`src/rtl/smbt_pkg.sv`:
```
// Shared types and helpers for the SMBus target responder.
// Assumes byte-wide registers and a block length limit of 32.
package smbt_pkg;

    localparam int unsigned BLK_MAX = 32;

    typedef enum logic [2:0] {
        ST_IDLE,
        ST_ADDR,
        ST_CMD,
        ST_WDATA,
        ST_RDATA,
        ST_RDONE,
        ST_SKIP
    } smbt_state_e;

    // Clamp a block length to the protocol maximum
    function automatic logic [7:0] clamp_count(input logic [7:0] c);
        return (c > 8'(BLK_MAX)) ? 8'(BLK_MAX) : c;
    endfunction

    // Reset content of register i: (7*i+3) mod 256
    function automatic logic [7:0] reg_reset(input int unsigned i);
        return 8'((i * 7 + 3) & 255);
    endfunction

endpackage

```
`src/rtl/smbt_regfile.sv`:
```
// Register file of NREG byte registers with one write port and one
// combinational read port. Assumes NREG is a power of two, at most 256.
module smbt_regfile
    import smbt_pkg::*;
#(
    parameter int unsigned NREG = 64,
    localparam int unsigned PW  = $clog2(NREG)
) (
    input  logic          clk,
    input  logic          rst_n,
    input  logic          wr_en,
    input  logic [PW-1:0] wr_idx,
    input  logic [7:0]    wr_data,
    input  logic [PW-1:0] rd_idx,
    output logic [7:0]    rd_data
);

    logic [7:0] regs [NREG];

    for (genvar g = 0; g < NREG; g++) begin : g_reg
        logic [7:0] q;
        // Hold one register; load reset pattern or write data
        always_ff @(posedge clk) begin
            if (!rst_n)
                q <= reg_reset(g);
            else if (wr_en && (wr_idx == PW'(g)))
                q <= wr_data;
        end
        assign regs[g] = q;
    end

    assign rd_data = regs[rd_idx];

endmodule

```
`src/rtl/smbt_blkcnt.sv`:
```
// Remaining-byte counter for a block transfer. Loads a length, counts
// down on each data byte, and reports when nothing is left.
module smbt_blkcnt #(
    parameter int unsigned CW = 8
) (
    input  logic          clk,
    input  logic          rst_n,
    input  logic          load,
    input  logic [CW-1:0] load_val,
    input  logic          dec,
    output logic          empty
);

    logic [CW-1:0] left;

    // Track bytes still owed in the current block
    always_ff @(posedge clk) begin
        if (!rst_n)
            left <= '0;
        else if (load)
            left <= load_val;
        else if (dec && (left != '0))
            left <= left - CW'(1);
    end

    assign empty = (left == '0);

endmodule

```
`src/rtl/smbt_ctrl.sv`:
```
// Transaction sequencer: decodes address and direction, holds the
// register pointer, answers received bytes with ACK/NACK and transmit
// requests with data. Assumes the engine raises at most one event per
// cycle. Priority if not: START, STOP, received byte, request, ack bit.
module smbt_ctrl
    import smbt_pkg::*;
#(
    parameter logic [6:0]   OWN_ADDR   = 7'h2C,
    parameter int unsigned  NREG       = 64,
    parameter logic [NREG-1:0] BLOCK_MASK = '0,
    localparam int unsigned PW         = $clog2(NREG)
) (
    input  logic          clk,
    input  logic          rst_n,
    input  logic          bus_start,
    input  logic          bus_stop,
    input  logic          rx_valid,
    input  logic [7:0]    rx_data,
    input  logic          tx_req,
    input  logic          tx_done,
    input  logic          tx_nack,
    output logic          rsp_ack_valid,
    output logic          rsp_ack,
    output logic          tx_valid,
    output logic [7:0]    tx_data,
    output logic          tx_en,
    output logic          wr_en,
    output logic [PW-1:0] wr_idx,
    output logic [7:0]    wr_data,
    output logic [PW-1:0] rd_idx,
    input  logic [7:0]    rd_data,
    output logic          blk_load,
    output logic [7:0]    blk_load_val,
    output logic          blk_dec,
    input  logic          blk_empty
);

    smbt_state_e   st;
    logic [PW-1:0] ptr;
    logic          first_tx;
    logic          blk_mode;
    logic          cnt_phase;

    logic          rx_evt, req_evt, done_evt;
    logic          addr_hit, in_read, wdata_ok, blk_start, tx_out_of_data;
    logic [PW-1:0] cmd_idx;
    logic [7:0]    rx_cnt, rd_cnt;

    // Event qualification by priority
    always_comb begin
        rx_evt   = rx_valid && !bus_start && !bus_stop;
        req_evt  = tx_req && !bus_start && !bus_stop && !rx_valid;
        done_evt = tx_done && !bus_start && !bus_stop && !rx_valid && !tx_req;
    end

    // Decode of incoming bytes and of the read path
    always_comb begin
        addr_hit       = (rx_data[7:1] == OWN_ADDR);
        cmd_idx        = rx_data[PW-1:0];
        rx_cnt         = clamp_count(rx_data);
        rd_cnt         = clamp_count(rd_data);
        in_read        = (st == ST_RDATA);
        wdata_ok       = (st == ST_WDATA) && (cnt_phase || !(blk_mode && blk_empty));
        blk_start      = req_evt && in_read && first_tx && BLOCK_MASK[ptr];
        tx_out_of_data = !first_tx && blk_mode && blk_empty;
    end

    // Register-file and block-counter controls
    always_comb begin
        wr_en        = rx_evt && wdata_ok;
        wr_idx       = ptr;
        wr_data      = cnt_phase ? rx_cnt : rx_data;
        rd_idx       = ptr;
        blk_load     = (rx_evt && (st == ST_WDATA) && cnt_phase) || blk_start;
        blk_load_val = blk_start ? rd_cnt : rx_cnt;
        blk_dec      = (rx_evt && wdata_ok && !cnt_phase && blk_mode)
                     || (req_evt && in_read && !first_tx && blk_mode && !blk_empty);
        tx_en        = in_read;
    end

    // Transaction state, pointer and registered responses
    always_ff @(posedge clk) begin
        if (!rst_n) begin
            st            <= ST_IDLE;
            ptr           <= '0;
            first_tx      <= 1'b0;
            blk_mode      <= 1'b0;
            cnt_phase     <= 1'b0;
            rsp_ack_valid <= 1'b0;
            rsp_ack       <= 1'b0;
            tx_valid      <= 1'b0;
            tx_data       <= 8'hFF;
        end else begin
            rsp_ack_valid <= 1'b0;
            tx_valid      <= 1'b0;
            if (bus_start) begin
                st        <= ST_ADDR;
                blk_mode  <= 1'b0;
                cnt_phase <= 1'b0;
            end else if (bus_stop) begin
                st        <= ST_IDLE;
                blk_mode  <= 1'b0;
                cnt_phase <= 1'b0;
            end else if (rx_evt) begin
                rsp_ack_valid <= 1'b1;
                unique case (st)
                    ST_ADDR: begin
                        rsp_ack  <= addr_hit;
                        first_tx <= 1'b1;
                        if (!addr_hit)
                            st <= ST_SKIP;
                        else if (rx_data[0])
                            st <= ST_RDATA;
                        else
                            st <= ST_CMD;
                    end
                    ST_CMD: begin
                        rsp_ack   <= 1'b1;
                        ptr       <= cmd_idx;
                        cnt_phase <= BLOCK_MASK[cmd_idx];
                        blk_mode  <= BLOCK_MASK[cmd_idx];
                        st        <= ST_WDATA;
                    end
                    ST_WDATA: begin
                        rsp_ack <= wdata_ok;
                        if (wdata_ok) begin
                            ptr       <= ptr + PW'(1);
                            cnt_phase <= 1'b0;
                        end
                    end
                    default: rsp_ack <= 1'b0;
                endcase
            end else if (req_evt) begin
                tx_valid <= 1'b1;
                if (!in_read) begin
                    tx_data <= 8'hFF;
                end else if (first_tx) begin
                    first_tx <= 1'b0;
                    blk_mode <= BLOCK_MASK[ptr];
                    tx_data  <= BLOCK_MASK[ptr] ? rd_cnt : rd_data;
                    ptr      <= ptr + PW'(1);
                end else if (tx_out_of_data) begin
                    tx_data <= 8'hFF;
                end else begin
                    tx_data <= rd_data;
                    ptr     <= ptr + PW'(1);
                end
            end else if (done_evt) begin
                if (in_read && tx_nack)
                    st <= ST_RDONE;
            end
        end
    end

endmodule

```
`src/rtl/smbus_target_resp.sv`:
```
// SMBus target register responder, top level. Joins the transaction
// sequencer, the register file and the block-length counter. Assumes a
// byte engine below that delivers single-cycle bus events.
module smbus_target_resp
    import smbt_pkg::*;
#(
    parameter logic [6:0]      OWN_ADDR   = 7'h2C,
    parameter int unsigned     NREG       = 64,
    parameter logic [NREG-1:0] BLOCK_MASK = 64'h0001_0001_0000_0000
) (
    input  logic       clk,
    input  logic       rst_n,
    input  logic       bus_start,
    input  logic       bus_stop,
    input  logic       rx_valid,
    input  logic [7:0] rx_data,
    output logic       rsp_ack_valid,
    output logic       rsp_ack,
    input  logic       tx_req,
    output logic       tx_valid,
    output logic [7:0] tx_data,
    input  logic       tx_done,
    input  logic       tx_nack,
    output logic       tx_en
);

    localparam int unsigned PW = $clog2(NREG);

    logic          wr_en;
    logic [PW-1:0] wr_idx, rd_idx;
    logic [7:0]    wr_data, rd_data;
    logic          blk_load, blk_dec, blk_empty;
    logic [7:0]    blk_load_val;

    smbt_ctrl #(
        .OWN_ADDR  (OWN_ADDR),
        .NREG      (NREG),
        .BLOCK_MASK(BLOCK_MASK)
    ) u_ctrl (
        .clk          (clk),
        .rst_n        (rst_n),
        .bus_start    (bus_start),
        .bus_stop     (bus_stop),
        .rx_valid     (rx_valid),
        .rx_data      (rx_data),
        .tx_req       (tx_req),
        .tx_done      (tx_done),
        .tx_nack      (tx_nack),
        .rsp_ack_valid(rsp_ack_valid),
        .rsp_ack      (rsp_ack),
        .tx_valid     (tx_valid),
        .tx_data      (tx_data),
        .tx_en        (tx_en),
        .wr_en        (wr_en),
        .wr_idx       (wr_idx),
        .wr_data      (wr_data),
        .rd_idx       (rd_idx),
        .rd_data      (rd_data),
        .blk_load     (blk_load),
        .blk_load_val (blk_load_val),
        .blk_dec      (blk_dec),
        .blk_empty    (blk_empty)
    );

    smbt_regfile #(.NREG(NREG)) u_regs (
        .clk    (clk),
        .rst_n  (rst_n),
        .wr_en  (wr_en),
        .wr_idx (wr_idx),
        .wr_data(wr_data),
        .rd_idx (rd_idx),
        .rd_data(rd_data)
    );

    smbt_blkcnt #(.CW(8)) u_blk (
        .clk     (clk),
        .rst_n   (rst_n),
        .load    (blk_load),
        .load_val(blk_load_val),
        .dec     (blk_dec),
        .empty   (blk_empty)
    );

endmodule

```
`config.mk`:
```
export PLATFORM = sky130hd
export DESIGN_NAME = smbus_target_resp
export DESIGN_NICKNAME = d
export VERILOG_FILES = /design/src/rtl/smbt_pkg.sv /design/src/rtl/smbt_regfile.sv /design/src/rtl/smbt_blkcnt.sv /design/src/rtl/smbt_ctrl.sv /design/src/rtl/smbus_target_resp.sv
export SDC_FILE = /design/constraint.sdc
export NUM_CORES = 1
export LEC_CHECK = 0
export BUFFER_PORTS_ARGS = -buffer_cell sky130_fd_sc_hd__buf_4
export CAP_MARGIN = 40
export CORE_ASPECT_RATIO = 2
export CORE_MARGIN = 3
export CORE_UTILIZATION = 45
export CTS_BUF_LIST = sky130_fd_sc_hd__clkbuf_16
export DETAILED_ROUTE_END_ITERATION = 6
export PLACE_DENSITY = 0.56
export SLEW_MARGIN = 10
export SYNTH_ARGS = -nofsm -noshare
export SYNTH_HDL_FRONTEND = slang
export SYNTH_SLANG_ARGS = --single-unit
```
`constraint.sdc`:
```
create_clock -name clk -period 3.7 [get_ports clk]
set_input_delay 0.185 -clock clk [delete_from_list [all_inputs] [get_ports clk]]
set_output_delay 0.185 -clock clk [all_outputs]
set_load 0.02 [all_outputs]
```
Yosys cells after proc, flatten, opt, wreduce, memory -nomap -nowiden:

Memories as Yosys holds them, arrays and structs flattened. A register that Yosys moved wholly into a read port is not among the register bits.
Index checks and enable logic that the tools add are counted.

* register bits: 543
* bits in latches: 0
* memory bits (writable): 0
* bits in read-only memories: 128
* output and inout port bits: 12
* word-level logic and storage cells: 337
* memories kept: 2

Memories
* (no name shown): depth 64, bits a word 1, rd ports 1, clocked after memory_dff 1, write ports 0, line smbt_ctrl.sv:64 `blk_start = req_evt && in_read && first_tx && BLOCK_MASK[ptr];`
* (no name shown): depth 64, bits a word 1, rd ports 1, clocked after memory_dff 0, write ports 0, line smbt_ctrl.sv:120 `cnt_phase <= BLOCK_MASK[cmd_idx];`

* add/subtract/negate cells: 2
* multipliers: 0
* divide/modulo/power cells: 0
* order comparisons: 5
* equal/unequal tests: 78
* shift-type cells: 0
* muxes and demuxes: 47
* bitwise operators: 5
* reduce and logical (&&, ||, !) cells: 123

Operators with widths (number)
* $eq 6x6->1 const B: 32
* $eq 6x5->1 const B: 16
* $mux 8: 12
* $logic_and 1x1->1: 90
* $bmux 8 s6: 1
* $eq 6x4->1 const B: 8
* $mux 6: 8
* $eq 6x3->1 const B: 4
* $mux 3: 6
* $gt 8x6->1 const B: 2
* $mux 1: 16
* $reduce_and 4->1: 4
* $lt 6x7->1 const B: 2
* $reduce_bool 2->1: 7
* $eq 6x2->1 const B: 2
* $pmux 6 s2: 1
* $ne 3x3->1 const B: 3
* $logic_not 1->1: 8
* $logic_not 8->1: 1
* $reduce_bool 4->1: 2
* $reduce_bool 8->1: 1
* $sub 8x1->8 const B: 1
* $eq 7x6->1 const B: 1
* $ge 7x7->1 const B: 1
* other kinds (22): 31

Depth between registers and ports, before layout:

Gate-level depths: netlist of run 1.

* word-level depth: 12
* mapped depth: 14

By module:

Synthesis of run 1 repeated with hierarchy kept, for this count alone.

* cells, all modules: 2766
* area, all modules: 25545.8 sq um

Modules (own cells, without submodules)
* smbt_regfile: times used 1, cells an instance 2516, area an instance 23537.6 sq um
* smbt_ctrl: times used 1, cells an instance 192, area an instance 1500.2 sq um
* smbt_blkcnt: times used 1, cells an instance 58, area an instance 508.0 sq um

Least setup slack after synthesis of run 1:

Ideal clock, no wire load.

* path kind: reg-to-reg
* start: register u_ctrl.ptr[1] (netlist: u_ctrl.rd_idx[1])
* end: register u_ctrl.tx_data[3]
* arrival: 2.938 ns
* data required time: 3.631 ns
* path slack: 0.693 ns
* stages on the path, launching flop included: 11
* buffers on the path: 2
* period minus slack after synthesis: 3.007 ns
* path through: dfxtp_1 -> buf_2 -> buf_1 -> mux4_2 -> a22oi_1 -> a21oi_1 -> or4_4 -> or4_1 -> o21ai_2 -> a21oi_2 -> o21ai_1

* word-level cells in the longest chain between the ends: 9
* elaborated cells on any way between the ends: 10
* those cells by class: 1 x order compare; 8 x mux; 1 x bitwise

RTL lines
* start: declaration: line smbt_ctrl.sv:39 `logic [PW-1:0] ptr;`
* start signal: assignment: line smbt_ctrl.sv:119 `ptr <= cmd_idx;`
* start signal: assignment: line smbt_ctrl.sv:127 `ptr <= ptr + PW'(1);`
* start signal: assignment: line smbt_ctrl.sv:141 `ptr <= ptr + PW'(1);`
* $not 6->7 (not written as such) (*): line smbt_regfile.sv:32 `assign rd_data = regs[rd_idx];`
* $bmux 8 s6 (*): line smbt_regfile.sv:32
* $mux 8 (not written as such) (*) (2 in a row): line smbt_regfile.sv:32
* $gt 8x6->1: line smbt_pkg.sv:19 `return (c > 8'(BLK_MAX)) ? 8'(BLK_MAX) : c;`
* $mux 8: line smbt_pkg.sv:19
* $mux 8: line smbt_ctrl.sv:140 `tx_data <= BLOCK_MASK[ptr] ? rd_cnt : rd_data;`
* $mux 8 (*): line smbt_ctrl.sv:137 `end else if (first_tx) begin`
* $mux 8 (*): line smbt_ctrl.sv:135 `if (!in_read) begin`
* end signal: assignment: line smbt_ctrl.sv:140
* end signal: assignment: line smbt_ctrl.sv:145 `tx_data <= rd_data;`
* end: declaration: line smbt_ctrl.sv:25 `output logic [7:0] tx_data,`

Mark *: on every way between the ends. The rest lies on a longest branch, timed or not. The select of a mux whose other input is x is not followed.
A chain may end at the register's enable or synchronous reset.

Worst setup path after layout of run 1:

* start: register u_ctrl.ptr[0] (netlist: u_ctrl.rd_idx[0])
* end: register u_blk.left[2]

* word-level cells in the longest chain between the ends: 8

RTL lines
* $not 6->7 (not written as such) (*): line smbt_regfile.sv:32
* $bmux 8 s6 (*): line smbt_regfile.sv:32
* $mux 8 (not written as such) (*) (2 in a row): line smbt_regfile.sv:32
* $gt 8x6->1: line smbt_pkg.sv:19
* $mux 8 (*): line smbt_pkg.sv:19
* $mux 8 (*): line smbt_ctrl.sv:75 `blk_load_val = blk_start ? rd_cnt : rx_cnt;`
* $mux 8 (*): line smbt_blkcnt.sv:20 `else if (load)`
* end signal: assignment: line smbt_blkcnt.sv:21 `left <= load_val;`
* end signal: assignment: line smbt_blkcnt.sv:23 `left <= left - CW'(1);`
* end: declaration: line smbt_blkcnt.sv:14 `logic [CW-1:0] left;`

Marks and branches as above.

==> metrics.csv, run 1 <==
stage;metric;value;unit
placement;preCtsSetupSlack;0.175;ns
clock_tree;cts_htree_levels;2;
min_path;hold_depth;5;
global_route;grt_pass1_wl;130000;um
route;drt-initial-drc-count;1912;
global_route;grt-ovfl-total;0;
sta;finalHoldViolCount;0;
sta;fin_crit;3.62;ns
sta;setup_ws;0.0817;ns
sta;clock.fmax;276;MHz
sta;tightestPinTransition;1.40;ns
layout;syn2layout_area_growth;14.1;%
min_path;worst_hold_path.endpoint;u_ctrl.rd_idx[4];
sta;clock_skew;0.0261;ns
power;peakVddDrop;0.432;mV
layout;final_layout_size_suffix_gt1_frac;0.139;
worst_setup_path;crit_fanout;21;
synthesis;ys_types;53;
clock_tree;clockBufferDepth;3;
layout;layout_common_cells;574 x nor2_1, 553 x nand2_1, 542 x dfxtp_1;
synthesis;synth.ff_latch_count;544;
route;routed_via_density;5.95;
layout;layout_commonest_cell;nor2_1;
worst_setup_path;worst_ep_required_time;4.20;ns
floorplan;start_util;0.456;
min_path;min_path_type;input port to flip-flop;
worst_setup_path;cp-start-kind;flip-flop;
sta;slew_viol_final;0;
global_route;track_usage;0.305;
floorplan;die-area;0.0554;sq mm
power;p_per_area;427;mW/mm^2
sta;maxSlewHeadroom;0.0695;
power;p_leak;9.57;nW
synthesis;syn_nets;2839;
job;maxCapViolations;0;
outcome;outcome;complete, no violations;
synthesis;syn_avg_cell_area;8.38;sq um
floorplan;die_x;168;um
power;p_int;8.84;mW
route;vias;21146;
layout;finalNetCount;2878;
clock_tree;cts_buffers;50;
power;seqPwrFrac;0.509;
global_route;antenna_found_initial;0;
clock_tree;cts-root-buf;clkbuf_16;
floorplan;die_h;330;um
min_path;min-delay-start;rx_data[4];
clock_tree;clkTransAtPathRegs;0.07;ns
worst_setup_path;timing.rr.end;u_blk.left[2];
clock_tree;clk_latency;0.61;ns
placement;place.gp.congestion;0.940;
route;dr.pass1.iters;5;
sta;rsz0062_at_grt;false;
route;drcViolationCount;0;
layout;diodes;0;
placement;dpl-instance-area;0.0253;sq mm
synthesis;netlist_instances;2817;
synthesis;syn_area;0.0236;sq mm
floorplan;placementRows;118;
floorplan;coreArea;0.0518;sq mm
global_route;grt_pass1_vias;20910;
synthesis;yosys_warnings;0;
layout;postLayoutCellArea;0.0269;sq mm
sta;setup-tns-final;0;ns
clock_tree;cts_tree;built;
worst_setup_path;worstSetupPathType;flip-flop to flip-flop;
clock_tree;cts_resized;0;
worst_setup_path;r2r-start;u_ctrl.rd_idx[0];
route;routed_wl;86600;um
sta;setup_violations;0;
synthesis;synth_ff_type;dfxtp_1;
worst_setup_path;ff2ff_path_depth;10;
global_route;grt_start_max_net_pins;198;
placement;port_buffers;27;
power;combPwrFrac;0.031;
worst_setup_path;worstPathArrival;4.12;ns
floorplan;io_pins;28;
sta;fin_crit_sh;0.978;
power;clkPwrFrac;0.460;
placement;hpwl;59800;um
synthesis;yosysSeqAreaShare;0.461;
worst_setup_path;cp-end-kind;flip-flop;
synthesis;synth-async-reset-ratio;0;
power;sw_frac_of_total;0.232;
clock_tree;clock-sinks;544;
route;wl_per_cell;24.3;um
synthesis;synth_edf_count;0;
worst_setup_path;rrSetupSlack;0.08;ns
power;p_sw;2.67;mW
route;antenna_left;0;
[registers in the layout (all words and copies together) (netlist names), named ones only]
register,cells
u_ctrl.rd_idx,6
u_ctrl.st,3
u_ctrl.rsp_ack_valid,1
u_ctrl.blk_mode,1
u_ctrl.tx_data,8
u_regs.g.q,512
u_ctrl.tx_valid,1
u_ctrl.rsp_ack,1
u_blk.left,8
u_ctrl.cnt_phase,1
u_ctrl.first_tx,1
[area by class of cell]
| cell class | instances | area, sq um |
|---|---|---|
| fill | 4904 | 24900 |
| sequential | 544 | 10900 |
| inverter | 8 | 37.5 |
| clock inverter | 40 | 339 |
| tap | 660 | 826 |
| clock buffer | 51 | 1280 |
| multi-input combinational | 2072 | 11900 |
| timing repair buffer | 180 | 1640 |
[how the worst max path moves through the flow]
stage | from | end | slack (ns) | cells after the start
final | u_ctrl.rd_idx[0] | u_blk.left[2] | 0.08 | 10
after global routing | u_ctrl.rd_idx[0] | u_blk.left[2] | 0.02 | 10
after CTS | u_ctrl.rd_idx[0] | u_blk.left[2] | 0.15 | 10
after detailed placement | u_ctrl.rd_idx[0] | u_blk.left[2] | 0.17 | 10
after global placement | u_ctrl.rd_idx[0] | u_blk.left[3] | 0.24 | 10
after floorplan | u_ctrl.rd_idx[1] | u_ctrl.tx_data[3] | 0.69 | 10
[kinds of logic (layout without fill, tap and decap cells)]
logic type      count (synthesis)  after routing  synth area share
compound gates                657            657             0.154
xor+xnor                        7              7           0.00260
fa+ha+maj                       6              6           0.00318
buf+inv                       201            279            0.0366
flops                         544            544             0.461
mux                           139            139             0.129
simple gates                 1263           1263             0.213
[repair_timing]
action | CTS | global route
setup buffers | 0 | 0
hold endpoints to repair | 4 | 0
hold buffers | 5 | 0
[cells in the mapped netlist, drive strengths merged, types with 2 or more instances]
| master | n | area share |
|---|---|---|
| a22o | 6 | 0.0022 |
| nand3 | 61 | 0.013 |
| xor2 | 6 | 0.0022 |
| dfxtp | 544 | 0.46 |
| a31oi | 3 | 0.00080 |
| inv | 8 | 0.0013 |
| a211oi | 7 | 0.0022 |
| or4 | 6 | 0.0021 |
| a22oi | 48 | 0.015 |
| a221oi | 11 | 0.0041 |
| o22ai | 5 | 0.0013 |
| mux4 | 132 | 0.13 |
| buf | 50 | 0.013 |
| nor4 | 2 | 0.0012 |
| and3 | 5 | 0.0013 |
| nand2 | 553 | 0.088 |
| nor2b | 11 | 0.0029 |
| clkbuf | 143 | 0.023 |
| ha | 6 | 0.0032 |
| or3 | 2 | 0.00053 |
| o21a | 2 | 0.00064 |
| nor2 | 577 | 0.092 |
| a21oi | 271 | 0.058 |
| nor3 | 10 | 0.0021 |
| mux2i | 7 | 0.0030 |
| o211ai | 39 | 0.012 |
| nor3b | 5 | 0.0016 |
| nand2b | 8 | 0.0021 |
| o21ai | 256 | 0.054 |
| and2 | 14 | 0.0037 |
| nand4 | 3 | 0.00080 |
| o221ai | 3 | 0.0011 |
[metal layers]
metal,global-route usage,up-vias,routed length [um]
li1,-,9755,-
met4,0.212,0,7120
met2,0.537,881,43300
met1,0.342,10248,31200
met3,0.0360,262,4880
met5,0,-,0
[worst max-delay path, cell delays in order (launching register included)]
cell      delay (ns)
dfxtp_4         0.45
buf_12          0.23
buf_4           0.26
mux4_2          0.52
a22oi_1         0.46
a21oi_1         0.23
nor2_1          0.15
o221ai_1        0.28
nor4_4          0.49
a221oi_1        0.17
a211oi_1        0.24
[power by group through the flow]
| stage | Clock, mW | Sequential [mW] | Combinational [mW] |
|---|---|---|---|
| 2_1_floorplan | 0 | 5.99 | 0.173 |
| 3_3_place_gp | 0 | 5.99 | 0.339 |
| 3_5_place_dp | 0 | 5.99 | 0.351 |
| 4_1_cts | 5.36 | 5.86 | 0.357 |
| 5_1_grt | 5.57 | 5.85 | 0.374 |
| 6_report | 5.29 | 5.86 | 0.362 |
[stage by stage]
step | utilization | power (mW) | std cells | hold WS, ns
2_1_floorplan | - | 6.16 | 2817 | 0.309
3_3_place_gp | 0.485 | 6.33 | 3452 | 0.438
3_5_place_dp | 0.488 | 6.34 | 3459 | 0.447
4_1_cts | 0.520 | 11.6 | 3555 | 0.0222
5_1_grt | 0.520 | 11.8 | 3555 | 0.0708
6_report | 0.520 | 11.5 | 3555 | 0.0454
Power figures use the tool's default switching activity.
==> run 2: changes to the inputs <==
--- a/config.mk
+++ b/config.mk
@@ -5,6 +5,7 @@
 export SDC_FILE = /design/constraint.sdc
 export NUM_CORES = 1
 export LEC_CHECK = 0
+export ABC_AREA = 1
 export BUFFER_PORTS_ARGS = -buffer_cell sky130_fd_sc_hd__buf_4
 export CAP_MARGIN = 40
 export CORE_ASPECT_RATIO = 2
==> metrics.csv, run 2 <==
stage;metric;value;unit;change
sta;fin_crit;3.18;ns;was 3.62 ns
clock_tree;cts-root-buf;clkbuf_16;;unchanged
synthesis;synth_ff_type;dfxtp_1;;unchanged
layout;top_register;u_regs.g.q;;unchanged
power;p_per_area;413;mW/mm^2;was 427 mW/mm^2
power;peakVddDrop;0.323;mV;was 0.432 mV
sta;finalHoldViolCount;0;;unchanged
synthesis;ys_types;42;;was 53
layout;finalNetCount;3633;;was 2,878
layout;final_util;0.497;;was 0.520
worst_setup_path;path_cells;inv_6 -> buf_12 -> ha_1 -> inv_1 -> nor2_1 -> inv_1 -> nor2_1 -> nand2_1 -> o21ai_0 -> a21oi_1;;was buf_12 -> buf_4 -> mux4_2 -> a22oi_1 -> a21oi_1 -> nor2_1 -> o221ai_1 -> nor4_4 -> a221oi_1 -> a211oi_1
clock_tree;clkTransAtPathRegs;0.07;ns;about the same
layout;nFillCells;5780;;was 4,904
worst_setup_path;cp-end-kind;flip-flop;;unchanged
synthesis;synth_edf_count;0;;unchanged
synthesis;synth.ff_latch_count;544;;unchanged
placement;port_buffers;27;;unchanged
placement;hpwl;60800;um;was 59,800 um
clock_tree;clock-sinks;544;;unchanged
floorplan;start_util;0.456;;about the same
worst_setup_path;cpPeakStageDelay;0.58;ns;was 0.52 ns
sta;fin_crit_sh;0.859;;was 0.978
synthesis;synth-async-reset-ratio;0;;unchanged
placement;place.gp.congestion;0.916;;was 0.940
worst_setup_path;ff2ff_path_depth;10;;unchanged
clock_tree;clockBufferDepth;3;;unchanged
outcome;outcome;complete, but fails checks;;was complete, no violations
route;routed_via_density;5.56;;was 5.95
sta;hold_ws;0.0565;ns;was 0.0454 ns
route;drcViolationCount;5;;was 0
placement;preCtsSetupSlack;0.587;ns;was 0.175 ns
floorplan;coreArea;0.0556;sq mm;was 0.0518 sq mm
synthesis;synthTopCellsByArea;dfxtp_1 43%, nand2_1 13%, o21ai_0 10%;;was dfxtp_1 46%, mux4_2 13%, nor2_1 9.2%
floorplan;die-area;0.0593;sq mm;was 0.0554 sq mm
route;vias;24421;;was 21,146
sta;maxSlewHeadroom;0.388;;was 0.0695
worst_setup_path;worstSetupPathType;flip-flop to flip-flop;;unchanged
worst_setup_path;cp_top_family;simple AND/OR/NAND/NOR gates;;was compound AO/OA/AOI/OAI gates
sta;setup_violations;0;;unchanged
synthesis;yosys_warnings;0;;unchanged
outcome;violations;DRC;;
sta;clock.fmax;315;MHz;was 276 MHz
route;wl_per_cell;21.3;um;was 24.3 um
layout;multiInputGateArea;0.0115;sq mm;was 0.0119 sq mm
synthesis;netlist_instances;3704;;was 2,817
worst_setup_path;crit_slowest_cell;nor2_1;;was mux4_2
synthesis;yosysSeqAreaShare;0.430;;was 0.461
worst_setup_path;r2r-start;u_ctrl.rd_idx[0];;unchanged
floorplan;io_pins;28;;unchanged
sta;tightestPinTransition;0.918;ns;was 1.40 ns
clock_tree;cts_tree;built;;unchanged
clock_tree;cts_resized;0;;unchanged
global_route;track_usage;0.306;;was 0.305
worst_setup_path;worstPathArrival;3.64;ns;was 4.12 ns
floorplan;die_x;174;um;was 168 um
layout;largest_reg_flops;512;;unchanged
sta;setup-tns-final;0;ns;unchanged
min_path;min-delay-start;tx_nack;;was rx_data[4]
power;p_leak;12.6;nW;was 9.57 nW
clock_tree;clk_latency;0.61;ns;about the same
global_route;grt_start_max_net_pins;173;;was 198
worst_setup_path;crit_buf_inv;4;;was 2
sta;slew_viol_final;0;;unchanged
sta;clock_skew;0.0264;ns;was 0.0261 ns
worst_setup_path;worst_ep_required_time;4.16;ns;was 4.20 ns
synthesis;syn_nets;3726;;was 2,839
route;dr.pass1.iters;7;;was 5
min_path;min_path_type;input port to flip-flop;;unchanged
synthesis;netlist.area_leader.share;0.430;;was 0.461
route;antenna_left;0;;unchanged
floorplan;die_h;341;um;was 330 um
layout;diodes;0;;unchanged
synthesis;syn_avg_cell_area;6.84;sq um;was 8.38 sq um
worst_setup_path;cp-start-kind;flip-flop;;unchanged
layout;final_layout_size_suffix_gt1_frac;0.0636;;was 0.139
global_route;antenna_found_initial;1;;was 0
layout;layout_common_cells;864 x nand2_1, 542 x dfxtp_1, 524 x o21ai_0;;was 574 x nor2_1, 553 x nand2_1, 542 x dfxtp_1
clock_tree;cts_htree_levels;2;;unchanged
synthesis;synth_most_common_cell;nand2_1;;was nor2_1
min_path;worst_hold_path.endpoint;u_ctrl.st[1];;was u_ctrl.rd_idx[4]
route;drt-initial-drc-count;2223;;was 1,912
synthesis;syn_area;0.0253;sq mm;was 0.0236 sq mm
global_route;grt_pass1_vias;23208;;was 20,910
worst_setup_path;crit_fanout;57;;was 21
layout;layout_commonest_cell;nand2_1;;was nor2_1
global_route;grt_pass1_wl;141000;um;was 130,000 um
global_route;grt-ovfl-total;0;;unchanged
layout;ff_latch_area;0.0109;sq mm;unchanged
layout;top_regs;u_regs.g.q x512, u_blk.left x8, u_ctrl.tx_data x8;;unchanged
route;routed_wl;93600;um;was 86,600 um
worst_setup_path;timing.rr.end;u_regs.g_reg[32].q[3];;was u_blk.left[2]
worst_setup_path;rrSetupSlack;0.52;ns;was 0.08 ns
synthesis;synth_commonest_cells;865 x nand2_1, 544 x dfxtp_1, 524 x o21ai_0;;was 577 x nor2_1, 553 x nand2_1, 544 x dfxtp_1
synthesis;synth_top_area_cell;dfxtp_1;;unchanged
clock_tree;cts_buffers;52;;was 50
sta;rsz0062_at_grt;false;;unchanged
min_path;hold_depth;5;;unchanged
sta;setup_ws;0.523;ns;was 0.0817 ns
job;maxCapViolations;0;;unchanged
layout;syn2layout_area_growth;9.15;%;was 14.1%
floorplan;placementRows;122;;was 118
[run 2: cell count changes in the layout (fill, tap and decap cells not counted), moves of 19 or more]
cell | before | now
inv_1 | 17 | 426
nand2_1 | 553 | 864
nor2_1 | 574 | 278
o21ai_0 | 250 | 524
a21oi_1 | 270 | 409
mux4_2 | 132 | 0
o211ai_1 | 39 | 132
nand3_1 | 61 | 120
buf_4 | 152 | 95
a22oi_1 | 48 | 0
o21ai_1 | 5 | 37
nor2_2 | 0 | 21
a211oi_1 | 7 | 26
[run 2: worst max path at each step]
stage	start	to	slack, ns	cells after the start
finish	u_ctrl.rd_idx[0]	u_regs.g_reg[32].q[3]	0.52	10
global route	u_ctrl.rd_idx[0]	u_regs.g_reg[32].q[3]	0.31	10
CTS	u_ctrl.rd_idx[0]	u_regs.g_reg[32].q[2]	0.56	10
detailed placement	u_ctrl.rd_idx[0]	u_regs.g_reg[32].q[2]	0.59	10
global placement	u_ctrl.rd_idx[0]	u_regs.g_reg[32].q[2]	0.58	10
floorplan	u_ctrl.st[2]	u_blk.left[5]	1.52	13
[run 2: kinds of logic (layout without fill, tap and decap cells)]
| group | after synthesis | in the layout | share of synthesized area |
|---|---|---|---|
| DFF | 544 | 544 | 0.430 |
| adders and majority gates | 6 | 6 | 0.00296 |
| and+or+nand+nor | 1319 | 1319 | 0.207 |
| xor gates and xnor gates | 3 | 3 | 0.00104 |
| buffers and inverters | 694 | 637 | 0.117 |
| AOI/OAI and AO/OA | 1138 | 1138 | 0.242 |
[run 2: worst min-delay path: stages]
cell and delay [ns]:
buf_4 0.11, nand2_1 0.06, nand2_1 0.04, nand3b_1 0.13, a211oi_1 0.09
[run 2: layout make-up]
type                    count  share of cell area
flip-flops and latches    544               0.394
inverters                 427              0.0584
clock buffers              53              0.0480
clock inverters            37             0.00824
multi-input cells        2466               0.416
repair buffers            120              0.0411
well taps                 744              0.0337
[run 2: power by group]
group | total (mW) | internal [mW] | switching [mW]
Combinational | 0.418 | 0.0870 | 0.331
Clock | 5.13 | 2.77 | 2.36
Sequential | 5.86 | 5.85 | 0.00174
[run 2: metal layers]
| metal | vias up | global-route usage | part of all wire |
|---|---|---|---|
| met5 | - | 0 | 0 |
| met4 | 0 | 0.189 | 0.069 |
| met3 | 240 | 0.0295 | 0.050 |
| met2 | 809 | 0.547 | 0.50 |
| met1 | 11553 | 0.349 | 0.38 |
| li1 | 11819 | - | - |
[run 2: metrics by stage]
step | cell area [sq um] | cells | power [mW]
3_3_place_gp | 25900 | 4285 | 6.38
3_5_place_dp | 26000 | 4293 | 6.39
2_1_floorplan | 25300 | 3704 | 6.20
5_1_grt | 27600 | 4391 | 11.7
6_report | 27600 | 4391 | 11.4
4_1_cts | 27600 | 4391 | 11.5
[run 2: what timing repair did]
| item | CTS | global route |
|---|---|---|
| buffers inserted | 0 | 0 |
| hold endpoints to repair | 22 | 0 |
| hold buffers | 8 | 0 |
==> run 3: changes to the inputs <==
--- a/config.mk
+++ b/config.mk
@@ -10,10 +10,10 @@
 export CAP_MARGIN = 40
 export CORE_ASPECT_RATIO = 2
 export CORE_MARGIN = 3
-export CORE_UTILIZATION = 45
+export CORE_UTILIZATION = 55
 export CTS_BUF_LIST = sky130_fd_sc_hd__clkbuf_16
 export DETAILED_ROUTE_END_ITERATION = 6
-export PLACE_DENSITY = 0.56
+export PLACE_DENSITY = 0.67
 export SLEW_MARGIN = 10
 export SYNTH_ARGS = -nofsm -noshare
 export SYNTH_HDL_FRONTEND = slang
==> metrics.csv, run 3 (synthesis gave the netlist of run 2 again) <==
stage;metric;value;unit;change
min_path;worst_hold_path.endpoint;u_ctrl.rd_idx[2];;was u_ctrl.st[1]
worst_setup_path;ff2ff_path_depth;18;;was 10
worst_setup_path;crit_fanout;32;;was 57
sta;fin_crit;3.16;ns;was 3.18 ns
global_route;grt_start_max_net_pins;124;;was 173
placement;hpwl;56900;um;was 60,800 um
sta;maxSlewHeadroom;0.394;;was 0.388
clock_tree;cts_tree;built;;unchanged
clock_tree;cts_resized;0;;unchanged
clock_tree;cts-root-buf;clkbuf_16;;unchanged
sta;clock_skew;0.0190;ns;was 0.0264 ns
worst_setup_path;crit_slowest_cell;dfxtp_4;;was nor2_1
outcome;outcome;complete, no violations;;was complete, but fails checks
route;routed_wl;87800;um;was 93,600 um
sta;clock.fmax;316;MHz;was 315 MHz
sta;tightestPinTransition;0.905;ns;was 0.918 ns
sta;setup_violations;0;;unchanged
layout;largest_reg_flops;512;;unchanged
sta;setup-tns-final;0;ns;unchanged
placement;port_buffers;27;;unchanged
global_route;grt_pass1_vias;24185;;was 23,208
route;antenna_left;0;;unchanged
power;finalPower;11.3;mW;was 11.4 mW
route;drcViolationCount;0;;was 5
layout;diodes;0;;unchanged
route;dr.pass1.iters;6;;was 7
clock_tree;clkTransAtPathRegs;0.07;ns;about the same
global_route;met1_usage;0.401;;was 0.349
sta;fin_crit_sh;0.854;;was 0.859
global_route;busiest_layer;met2;;unchanged
global_route;grt-ovfl-total;0;;unchanged
clock_tree;clockBufferDepth;3;;unchanged
worst_setup_path;worst_ep_required_time;4.22;ns;was 4.16 ns
layout;syn2layout_area_growth;8.25;%;was 9.15%
sta;slew_viol_final;0;;unchanged
floorplan;start_util;0.559;;was 0.456
floorplan;placementRows;110;;was 122
layout;postLayoutCellArea;0.0274;sq mm;was 0.0276 sq mm
route;wl_per_cell;20.8;um;was 21.3 um
clock_tree;clock-sinks;544;;unchanged
clock_tree;cts_htree_levels;2;;unchanged
worst_setup_path;r2r-start;u_ctrl.rd_idx[1];;was u_ctrl.rd_idx[0]
worst_setup_path;rrSetupSlack;0.54;ns;was 0.52 ns
min_path;min_path_type;input port to flip-flop;;unchanged
sta;rsz0062_at_grt;false;;unchanged
global_route;track_usage;0.357;;was 0.306
worst_setup_path;cpPeakStageDelay;0.57;ns;was 0.58 ns
layout;final_util;0.605;;was 0.497
clock_tree;cts_buffers;49;;was 52
worst_setup_path;timing.rr.end;u_blk.left[0];;was u_regs.g_reg[32].q[3]
placement;place.gp.congestion;0.981;;was 0.916
global_route;grtUsageMet2;0.605;;was 0.547
worst_setup_path;cp-end-kind;flip-flop;;unchanged
worst_setup_path;worstSetupPathType;flip-flop to flip-flop;;unchanged
min_path;min-delay-start;rx_data[2];;was tx_nack
layout;finalNetCount;3639;;was 3,633
floorplan;io_pins;28;;unchanged
route;vias;24733;;was 24,421
job;maxCapViolations;0;;unchanged
layout;layout_common_cells;864 x nand2_1, 542 x dfxtp_1, 524 x o21ai_0;;unchanged
global_route;met3_usage;0.0489;;was 0.0295
floorplan;coreArea;0.0453;sq mm;was 0.0556 sq mm
worst_setup_path;cp_top_family;simple AND/OR/NAND/NOR gates;;unchanged
floorplan;die_h;309;um;was 341 um
floorplan;die_x;158;um;was 174 um
worst_setup_path;crit_top_cell;nand2_1;;
global_route;antenna_found_initial;0;;was 1
min_path;hold_depth;3;;was 5
worst_setup_path;cp-start-kind;flip-flop;;unchanged
worst_setup_path;crit_buf_inv;2;;was 4
placement;dpl-instance-area;0.0258;sq mm;was 0.0260 sq mm
worst_setup_path;path_cells;buf_4 -> buf_4 -> nor2_1 -> nand2_1 -> nand2_1 -> nand2_1 -> nand2_1 -> o21ai_1 -> nand2_1 -> nor2_2 -> nand2_1 -> nor2_2 -> nand2_2 -> nand2_2 -> nand2_1 -> nand2_1 -> nand2_1 -> a21oi_2;;was inv_6 -> buf_12 -> ha_1 -> inv_1 -> nor2_1 -> inv_1 -> nor2_1 -> nand2_1 -> o21ai_0 -> a21oi_1
layout;top_regs;u_regs.g.q x512, u_blk.left x8, u_ctrl.tx_data x8;;unchanged
sta;finalHoldViolCount;0;;unchanged
layout;top_register;u_regs.g.q;;unchanged
floorplan;die-area;0.0488;sq mm;was 0.0593 sq mm
global_route;grt_pass1_wl;136000;um;was 141,000 um
route;drt-initial-drc-count;2253;;was 2,223
worst_setup_path;worstPathArrival;3.68;ns;was 3.64 ns
clock_tree;clk_latency;0.60;ns;was 0.61 ns
power;peakVddDrop;0.350;mV;was 0.323 mV
route;routed_via_density;5.87;;was 5.56
power;p_per_area;412;mW/mm^2;was 413 mW/mm^2
power;p_leak;12.6;nW;about the same
layout;layout_commonest_cell;nand2_1;;unchanged
layout;final_layout_size_suffix_gt1_frac;0.0660;;was 0.0636
==> run 3: report_power, final <==
group	total, mW	leakage, nW	internal, mW	switching [mW]
Combinational	0.407	7.37	0.0844	0.323
Clock	5.02	0.804	2.75	2.27
Sequential	5.86	4.39	5.85	0.00178
Total	11.3	12.6	8.69	2.60
==> run 3: layer usage <==
metal,vias up,routed length [um],part of all wire
li1,11845,-,-
met1,11475,32000,0.36
met2,1051,42000,0.48
met3,362,5870,0.067
met4,0,7990,0.091
met5,-,0,0
==> run 3: timing repair <==
item                                   in CTS  in global routing
endpoints found under the hold margin       4                  0
setup buffers                               0                  0
hold buffers                                5                  0
==> run 3: metrics by stage <==
step / hold slack, ns / std cells / worst slack [ns]
after detailed placement: 0.442 / 4120 / 0.674
after global routing: 0.0769 / 4212 / 0.345
after global placement: 0.435 / 4110 / 0.653
after CTS: 0.0207 / 4211 / 0.652
after floorplan: 0.332 / 3704 / 1.52
final: 0.0445 / 4212 / 0.539
==> run 3: layout make-up <==
cell class                      count  area (sq um)
Fill cell                        4331         17900
Clock inverter                     35           245
Clock buffer                       51          1280
Multi-Input combinational cell   2466         11500
Timing Repair Buffer              129          1170
Inverter                          427          1620
Sequential cell                   544         10900
Tap cell                          560           701
==> run 3: worst reg2reg max path, stage by stage (launching register included) <==
cell,delay [ns]
dfxtp_4,0.57
buf_4,0.50
buf_4,0.28
nor2_1,0.06
nand2_1,0.05
nand2_1,0.06
nand2_1,0.11
nand2_1,0.07
o21ai_1,0.25
nand2_1,0.21
nor2_2,0.22
nand2_1,0.12
nor2_2,0.12
nand2_2,0.08
nand2_2,0.08
nand2_1,0.07
nand2_1,0.07
nand2_1,0.06
a21oi_2,0.11
==> run 3: worst max-delay path by stage <==
stage,startpoint,to,slack [ns],cells past startpoint
after floorplan,u_ctrl.st[2],u_blk.left[5],1.52,13
after global placement,u_ctrl.rd_idx[1],u_blk.left[0],0.65,18
after detailed placement,u_ctrl.rd_idx[1],u_blk.left[0],0.67,18
after CTS,u_ctrl.rd_idx[1],u_blk.left[0],0.65,18
after global routing,u_ctrl.rd_idx[1],u_blk.left[2],0.35,18
final,u_ctrl.rd_idx[1],u_blk.left[0],0.54,18
